### config.mk
export PLATFORM = sky130hd
export DESIGN_NAME = adc_result_port
export DESIGN_NICKNAME = d
export VERILOG_FILES = /design/src/rtl/adc_port_pkg.sv /design/src/rtl/adc_port_fmt.sv /design/src/rtl/adc_port_sclkgen.sv /design/src/rtl/adc_port_shifter.sv /design/src/rtl/adc_result_port.sv
export SDC_FILE = /design/constraint.sdc
export NUM_CORES = 1
export LEC_CHECK = 0
export ABC_AREA = 1
export CAP_MARGIN = 20
export CORE_MARGIN = 2
export CORE_UTILIZATION = 55
export CTS_BUF_LIST = sky130_fd_sc_hd__clkbuf_4
export CTS_CLUSTER_DIAMETER = 150
export DETAILED_ROUTE_END_ITERATION = 8
export GPL_TIMING_DRIVEN = 0
export PLACE_DENSITY_LB_ADDON = 0.1
export REMOVE_ABC_BUFFERS = 1
export SYNTH_ARGS = -nofsm -noshare
export SYNTH_HDL_FRONTEND = slang
export SYNTH_SLANG_ARGS = --single-unit
### constraint.sdc
create_clock -name clk -period 4.83 [get_ports clk]
set_input_delay 0.966 -clock clk [delete_from_list [all_inputs] [get_ports clk]]
set_output_delay 0.966 -clock clk [all_outputs]
set_load 0.02 [all_outputs]
### src/rtl/adc_port_pkg.sv
package adc_port_pkg;
  typedef enum logic [1:0] {
    MODE_FULL = 2'b00,
    MODE_WORD = 2'b01,
    MODE_BYTE = 2'b10,
    MODE_SER  = 2'b11
  } port_mode_e;
endpackage

### src/rtl/adc_port_fmt.sv
module adc_port_fmt
  import adc_port_pkg::*;
#(
  parameter int RES_W  = 18,
  parameter int WORD_W = 16,
  parameter int BYTE_W = 8
) (
  input  logic [RES_W-1:0] res,
  input  port_mode_e       mode,
  input  logic             code_bin,
  input  logic             sel_a0,
  input  logic             sel_a1,
  output logic [RES_W-1:0] coded,
  output logic [RES_W-1:0] bus
);
  localparam int REM_W  = RES_W - WORD_W;
  localparam int BLO    = RES_W - BYTE_W;
  localparam int TAIL_W = RES_W - 2 * BYTE_W;

  // MSB inversion gives twos complement; full mode is always straight binary
  always_comb begin
    coded = res;
    if (mode != MODE_FULL && !code_bin) coded[RES_W-1] = ~res[RES_W-1];
  end

  always_comb begin
    bus = '0;
    unique case (mode)
      MODE_FULL: bus = res;
      MODE_WORD: begin
        if (!sel_a0) bus[RES_W-1:REM_W] = coded[RES_W-1:REM_W];
        else         bus[2*REM_W-1:REM_W] = coded[REM_W-1:0];
      end
      MODE_BYTE: begin
        unique case ({sel_a1, sel_a0})
          2'b00:   bus[RES_W-1:BLO] = coded[RES_W-1 -: BYTE_W];
          2'b01:   bus[RES_W-1:BLO] = coded[RES_W-1-BYTE_W -: BYTE_W];
          default: bus[BLO +: TAIL_W] = coded[TAIL_W-1:0];
        endcase
      end
      default: bus = '0;
    endcase
  end
endmodule

### src/rtl/adc_port_sclkgen.sv
module adc_port_sclkgen #(
  parameter int DIV_W = 2
) (
  input  logic             clk,
  input  logic             rst_n,
  input  logic             run,
  input  logic             restart,
  input  logic [DIV_W-1:0] div_code,
  output logic             sclk,
  output logic             fall_tick
);
  localparam int CNT_W = (1 << DIV_W) - 1 > 0 ? (1 << DIV_W) - 1 : 1;

  logic [CNT_W-1:0] cnt_q, cnt_d;
  logic             sclk_q, sclk_d;
  logic [CNT_W-1:0] half_m1;
  logic             at_end;

  // half period in system clocks is 2**div_code
  assign half_m1 = CNT_W'((1 << div_code) - 1);
  assign at_end  = (cnt_q == half_m1);

  always_comb begin
    cnt_d  = cnt_q;
    sclk_d = sclk_q;
    if (restart || !run) begin
      cnt_d  = '0;
      sclk_d = 1'b0;
    end else if (at_end) begin
      cnt_d  = '0;
      sclk_d = ~sclk_q;
    end else begin
      cnt_d = cnt_q + 1'b1;
    end
  end

  always_ff @(posedge clk or negedge rst_n) begin
    if (!rst_n) begin
      cnt_q  <= '0;
      sclk_q <= 1'b0;
    end else begin
      cnt_q  <= cnt_d;
      sclk_q <= sclk_d;
    end
  end

  assign sclk      = sclk_q;
  assign fall_tick = run && !restart && at_end && sclk_q;
endmodule

### src/rtl/adc_port_shifter.sv
module adc_port_shifter #(
  parameter int RES_W = 18
) (
  input  logic             clk,
  input  logic             rst_n,
  input  logic             load,
  input  logic [RES_W-1:0] word,
  input  logic             advance,
  output logic             bit_out,
  output logic             active
);
  localparam int LEFT_W = $clog2(RES_W + 1);

  logic [RES_W-1:0]  sh_q, sh_d;
  logic [LEFT_W-1:0] left_q, left_d;
  logic              act_q, act_d;

  always_comb begin
    sh_d   = sh_q;
    left_d = left_q;
    act_d  = act_q;
    if (load) begin
      sh_d   = word;
      left_d = LEFT_W'(RES_W);
      act_d  = 1'b1;
    end else if (act_q && advance) begin
      sh_d   = {sh_q[RES_W-2:0], 1'b0};
      left_d = left_q - 1'b1;
      if (left_q == LEFT_W'(1)) act_d = 1'b0;
    end
  end

  always_ff @(posedge clk or negedge rst_n) begin
    if (!rst_n) begin
      sh_q   <= '0;
      left_q <= '0;
      act_q  <= 1'b0;
    end else begin
      sh_q   <= sh_d;
      left_q <= left_d;
      act_q  <= act_d;
    end
  end

  assign bit_out = act_q & sh_q[RES_W-1];
  assign active  = act_q;
endmodule

### src/rtl/adc_result_port.sv
module adc_result_port
  import adc_port_pkg::*;
#(
  parameter int RES_W  = 18,
  parameter int WORD_W = 16,
  parameter int BYTE_W = 8,
  parameter int DIV_W  = 2,
  parameter int SYNC_N = 2
) (
  input  logic             clk,
  input  logic             rst_n,
  input  logic             result_valid,
  input  logic [RES_W-1:0] result_in,
  input  logic [1:0]       mode,
  input  logic             code_bin,
  input  logic             fmt_a0,
  input  logic             fmt_a1,
  input  logic             cs_n,
  input  logic             rd_n,
  input  logic             ext_clk_sel,
  input  logic             after_conv,
  input  logic [DIV_W-1:0] div_sel,
  input  logic             sclk_in,
  output logic [RES_W-1:0] par_data,
  output logic             par_oe,
  output logic             sdata,
  output logic             sclk_out
);
  port_mode_e       mode_e;
  logic [1:0]       rst_sync_q;
  logic             rst_i;
  logic [RES_W-1:0] res_q, res_d;
  logic [RES_W-1:0] par_q, par_d;
  logic [RES_W-1:0] coded, bus;
  logic             rd_en, ser_mode, int_mode, ext_mode;
  logic [DIV_W-1:0] div_eff;
  logic             gen_sclk, gen_fall;
  logic [SYNC_N:0]  ext_sync_q;
  logic             ext_fall;
  logic             sh_load, sh_adv, sh_bit, sh_active;

  assign mode_e   = port_mode_e'(mode);
  assign ser_mode = (mode_e == MODE_SER);
  assign int_mode = ser_mode && !ext_clk_sel;
  assign ext_mode = ser_mode && ext_clk_sel;
  assign rd_en    = !cs_n && !rd_n && !ser_mode;

  // reset: asserted at once, released after two clock edges
  always_ff @(posedge clk or negedge rst_n) begin
    if (!rst_n) rst_sync_q <= '0;
    else        rst_sync_q <= {rst_sync_q[0], 1'b1};
  end
  assign rst_i = rst_sync_q[1];

  // result register and parallel output register
  always_comb begin
    res_d = res_q;
    par_d = par_q;
    if (result_valid) res_d = result_in;
    if (rd_en)        par_d = bus;
  end

  always_ff @(posedge clk or negedge rst_i) begin
    if (!rst_i) begin
      res_q <= '0;
      par_q <= '0;
    end else begin
      res_q <= res_d;
      par_q <= par_d;
    end
  end

  adc_port_fmt #(.RES_W(RES_W), .WORD_W(WORD_W), .BYTE_W(BYTE_W)) i_fmt (
    .res      (res_q),
    .mode     (mode_e),
    .code_bin (code_bin),
    .sel_a0   (fmt_a0),
    .sel_a1   (fmt_a1),
    .coded    (coded),
    .bus      (bus)
  );

  // divider honoured only for internal clock with read-after-convert
  assign div_eff = (int_mode && after_conv) ? div_sel : '0;

  adc_port_sclkgen #(.DIV_W(DIV_W)) i_sclkgen (
    .clk       (clk),
    .rst_n     (rst_i),
    .run       (int_mode && sh_active),
    .restart   (sh_load),
    .div_code  (div_eff),
    .sclk      (gen_sclk),
    .fall_tick (gen_fall)
  );

  // external clock synchroniser plus one stage for edge detection
  always_ff @(posedge clk or negedge rst_i) begin
    if (!rst_i) ext_sync_q <= '0;
    else        ext_sync_q <= {ext_sync_q[SYNC_N-1:0], sclk_in};
  end
  assign ext_fall = ext_sync_q[SYNC_N] && !ext_sync_q[SYNC_N-1];

  assign sh_load = result_valid && ser_mode;
  assign sh_adv  = int_mode ? gen_fall : (ext_mode && ext_fall && !cs_n);

  // the serial word takes the newly captured value when loading
  logic [RES_W-1:0] load_word;
  always_comb begin
    load_word = result_in;
    if (!code_bin) load_word[RES_W-1] = ~result_in[RES_W-1];
  end

  adc_port_shifter #(.RES_W(RES_W)) i_shifter (
    .clk     (clk),
    .rst_n   (rst_i),
    .load    (sh_load),
    .word    (load_word),
    .advance (sh_adv),
    .bit_out (sh_bit),
    .active  (sh_active)
  );

  logic unused_coded;
  assign unused_coded = ^coded;

  assign par_data = par_q;
  assign par_oe   = rd_en;
  assign sdata    = ser_mode ? sh_bit : 1'b0;
  assign sclk_out = int_mode ? gen_sclk : 1'b0;
endmodule

Word-level counts from Yosys, hierarchy flattened
Index checks and enable logic that the tools add are counted.
{ "word_totals": {"n_memories": 0, "ff_bits": 69, "ram_bits": 0, "latch_bits": 0, "word_cells": 78, "mem_bits_ro": 0, "inputBits": 33, "out_inout_bits": 21} }
{ "classes": {"bitwise": 4, "n_addsub": 3, "n_div": 0, "shifts": 1, "order_cmp": 0, "muxes": 24, "eq_ne": 6, "mul": 0, "n_reduce_logical": 31} }
{ "op_table": {"columns": ["cell", "n"], "rows": [
  ["two-way mux 18 bit", 2],
  ["one-hot mux 8 bit (3 select lines)", 1],
  ["one-hot mux 8 bit (2 select lines)", 1],
  ["logical AND 1 bit", 15],
  ["two-way mux 14 bit", 1],
  ["one-hot mux 6 bit (2 select lines)", 1],
  ["two-way mux 1 bit", 10],
  ["two-way mux 5 bit", 2],
  ["logical NOT 1 bit", 8],
  ["nonzero test 2 bit", 4],
  ["two-way mux 2 bit", 3],
  ["two-way mux 3 bit", 2],
  ["== test 5 x 1 -> 1 bit, second input constant", 1],
  ["subtractor 5 x 1 -> 5 bit, second input constant", 1],
  ["== test 2 x 1 -> 1 bit, second input constant", 2],
  ["== test 2 bit, second input constant", 2],
  ["logical NOT 2 bit", 2],
  ["one-hot mux 2 bit (2 select lines)", 1],
  ["adder 3 x 1 -> 3 bit, second input constant", 1],
  ["== test 3 bit", 1],
  ["NOT 1 bit", 3],
  ["left shift 1 x 2 -> 3 bit, first input constant", 1],
  ["subtractor 3 x 2 -> 3 bit, second input constant", 1],
  ["AND reduction 2 bit", 1],
  ["2 further kinds", 2]
]} }

Logic depth before layout (Yosys ltp)
{ "depth": {"ltp_word": 13, "mapped_depth": 13, "ltp_nobuf": 12} }

Cells and area by module
A second synthesis with hierarchy kept.
{ "hier_totals": {"hier_cells": 483, "area_unflattened_um2": 3718.6} }
{ "by_module_without_submodules": {"columns": ["module", "instances", "area_each_um2", "cells_per_inst", "seq_area_each_um2"], "rows": [
  ["adc_result_port", 1, 1627.8, 184, 1026.0],
  ["adc_port_shifter", 1, 1282.5, 154, 600.6],
  ["adc_port_fmt", 1, 541.8, 102, 0.0],
  ["adc_port_sclkgen", 1, 266.5, 43, 100.1]
]} }

Least setup slack after synthesis
No wires, ideal clock.
{ "synth_path": {"kind": "input -> output", "start": "in mode[1]", "end": "out par_oe", "stages": 3, "slack_ps": 2330, "arrival_ps": 1534, "t_required_ps": 3864, "path_buffers": 0, "path_cell_list": "nand2_2 -> nand3_1 -> clkinv_1"} }
{ "synth_between": {"elab_chain_cells": 3} }
{ "synth_rtl": {"columns": ["item", "line", "source"], "rows": [
  ["from (decl)", "adc_result_port.sv:14", "input logic [1:0] mode,"],
  ["== test 2 bit", "adc_result_port.sv:43", "assign ser_mode = (mode_e == MODE_SER);"],
  ["logical NOT 1 bit", "adc_result_port.sv:46", "assign rd_en = !cs_n && !rd_n && !ser_mode;"],
  ["logical AND 1 bit", "adc_result_port.sv:46", null],
  ["to (decl)", "adc_result_port.sv:25", "output logic par_oe,"]
]} }
Every way passes these cells.

Worst setup path after layout
{ "layout_path": {"start": "in mode[0]", "end": "out par_oe"} }
The elaborated chain is that of the path after synthesis.

==> qor.csv <==
metric;value;unit
peakVddDrop;0.2923;mV
cts_buffers;9;
synthDistinctLibCells;29;
criticalPathCategory;primary input to output port;
synthCells;411;
yosysTopAreaCellShare;52.59;%
period_share;93.45;%
final_layout_size_suffix_gt1_share;5.616;%
critPathLaunch;mode[0];
critPathMostFrequentCell;clkdlybuf4s50_1;
critPathMaxFanout;25;
cp-start-kind;primary input;
cts_setup_buffers;0;
grt_pass1_wl;11540;µm
maxCapViolCount;0;
leakage;1.963;nW
final.min_clock_period;4.514;ns
relSlewSlack;32.19;%
path_buf_inv;3;
crit_arrival;3.55;ns
grt_antenna_before_repair;0;
cts_resized;0;
vias;2822;
cts-root-buf;clkbuf_4;
outcome;finished, final reports clean;
pin_count;54;
dieArea;6603;µm²
hold_slack;0.3632;ns
yosysWarnings;0;
cp_slowest_cell;nand3_1;
timing.setup.tns;0;ns
path_delay_family;buffers and inverters;
finalSetupViolations;0;
fin_cells;538;
netlist_area;3283;µm²
rows;28;
grt_pass1_vias;2450;
start_util;56.12;%
die_y;81.26;µm
synth.avg_cell_area;7.988;µm²
diodes;0;
rsz0062_at_grt;false;
timing.fmax;221.6;MHz
antenna_left;0;
hold_viol;0;
holdBufCountCts;0;
cp-end-kind;output port;
drt_wl_total;6947;µm
cpPeakStageDelay;0.66;ns
core_area;5851;µm²
cts_sinks;69;
track_usage;23.02;%
vias_per_cell;5.245;
tritoncts;done;
synth_seq_cells;69;
h-tree-depth;3;
gp_congestion;0.8241;
grt_max_degree;68;
hp-start;rst_sync_q[0]$_DFF_PN0_;
drt_pre_antenna_iters;4;
area_growth;22.29;%
dpl.cell_count;522;
yosysTopAreaCell;dfrtp_1;
tightest_slew;1.014;ns
path_cells;clkdlybuf4s50_1 -> nand2_2 -> nand3_1 -> clkinv_1 -> clkdlybuf4s50_1;
power.density;373.8;nW/µm²
slew_viol_final;0;
portBuffers;53;
p_total;1.501;mW
drt_iter0_drc;163;
clk_pin_slew;0.11;ns
yosysSeqAreaShare;52.59;%
clock_path_buffers;2;
synth_area_leaders;dfrtp_1 (53%), nand2_1 (17%), o21ai_0 (4.7%);
routedWlPerCell;12.91;µm
grt_overflow;0;
num-nets-final;494;
drc;0;
hold_class;register to register;
worstPathRequired;3.86;ns
fin_skew;0.01285;ns
r2r-start;i_shifter.active$_DFFE_PN0P_;
die_x;81.26;µm
hpwl;4796;µm
clk_latency;0.40;ns
[flip-flops by register name, summed over array words and instances (netlist names)]
signal and cells:
par_data 18, i_shifter.active 1, ext_sync_q 3, res_q 18
i_sclkgen.sclk 1, i_shifter.left_q 5, rst_sync_q 2, i_sclkgen.cnt_q 3
i_shifter.sh_q 18
[layer usage]
| layer | global-route usage, % | wire, µm | up-vias |
|---|---|---|---|
| met5 | 0 | 0 | - |
| li1 | - | - | 1416 |
| met1 | 33.02 | 3347 | 1333 |
| met4 | 9.661 | 91 | 0 |
| met3 | 4.556 | 295 | 8 |
| met2 | 34.10 | 3214 | 65 |
[cells in the final DEF, fill, tap and decap left out, types with 2 or more instances in the layout]
cell type / Yosys / final
xor2_1: 2 / 2
dfrtp_1: 69 / 68
a21oi_1: 23 / 23
nand4_1: 6 / 6
o31ai_1: 2 / 2
nand2_2: 2 / 2
bufinv_16: 0 / 2
nand2_1: 149 / 149
xnor2_1: 3 / 3
nor3_1: 8 / 8
ha_1: 3 / 3
o211ai_1: 2 / 2
clkinv_1: 1 / 3
nor2_2: 2 / 2
clkdlybuf4s50_1: 0 / 53
inv_1: 30 / 30
nand3_1: 30 / 30
o21ai_0: 31 / 31
clkbuf_4: 0 / 11
nor2_1: 20 / 20
or2_2: 3 / 3
[path summary, 6_finish.rpt]
check                      depth (start not counted)  slack [ns]                        endpoint
setup / recovery                                   5        0.32                          par_oe
hold / removal                                     0        0.36         rst_sync_q[1]$_DFF_PN0_
setup reg to reg                                   8        3.11  i_shifter.sh_q[12]$_DFFE_PN0P_
hold reg to reg                                    0        0.36         rst_sync_q[1]$_DFF_PN0_
max in group asynchronous                          0        3.83            res_q[0]$_DFFE_PN0P_
min in group asynchronous                          0        0.45           res_q[14]$_DFFE_PN0P_
[cell families (layout without fill, tap and decap cells)]
logic type | count (synthesis) | in the layout | synth area share [%]
fa+ha+maj | 3 | 3 | 1.143
xor+xnor | 5 | 5 | 1.334
buf+inv | 49 | 101 | 6.021
compound gates | 61 | 61 | 9.908
other cells | 1 | 1 | 0.1142
flops | 69 | 69 | 52.59
simple gates | 223 | 223 | 28.89
[synth_stat cells]
library cell  instances
nand2_1             149
dfrtp_1              69
o21ai_0              31
inv_1                30
nand3_1              30
a21oi_1              23
nor2_1               20
clkbuf_1             10
nor3_1                8
nand4_1               6
buf_2                 5
ha_1                  3
or2_2                 3
xnor2_1               3
buf_1                 2
nand2_2               2
nor2_2                2
o211ai_1              2
o31ai_1               2
xor2_1                2
a211oi_1              1
buf_6                 1
clkinv_1              1
conb_1                1
nand2_4               1
nand2_8               1
nor2_4                1
o221ai_1              1
o22a_1                1
[report_power, final]
part | internal, mW | switching [mW] | total (mW)
registers | 0.674 | 0.0698 | 0.744
logic | 0.157 | 0.183 | 0.340
clock network | 0.219 | 0.199 | 0.417
total | 1.05 | 0.452 | 1.50
[metrics by stage]
stage	cell area [µm²]	utilization (%)	setup slack (ns)
2_1_floorplan	3202	-	1.883
3_3_place_gp	3826	65.40	0.2555
3_5_place_dp	3857	65.93	0.2874
4_1_cts	4015	68.63	0.2936
5_1_grt	4015	68.63	0.05366
6_report	4015	68.63	0.3164
[final cells by class]
class                      instances  area [µm²]
clock inverter                     5       75.07
sequential                        69        1730
clock buffer                      11       82.58
multi-input combinational        293        1359
inverter                          31       116.4
timing repair buffer              54       558.0
fill                             499        1836
tap                               75       93.84
No activity file was read; power rests on OpenSTA's default activity.
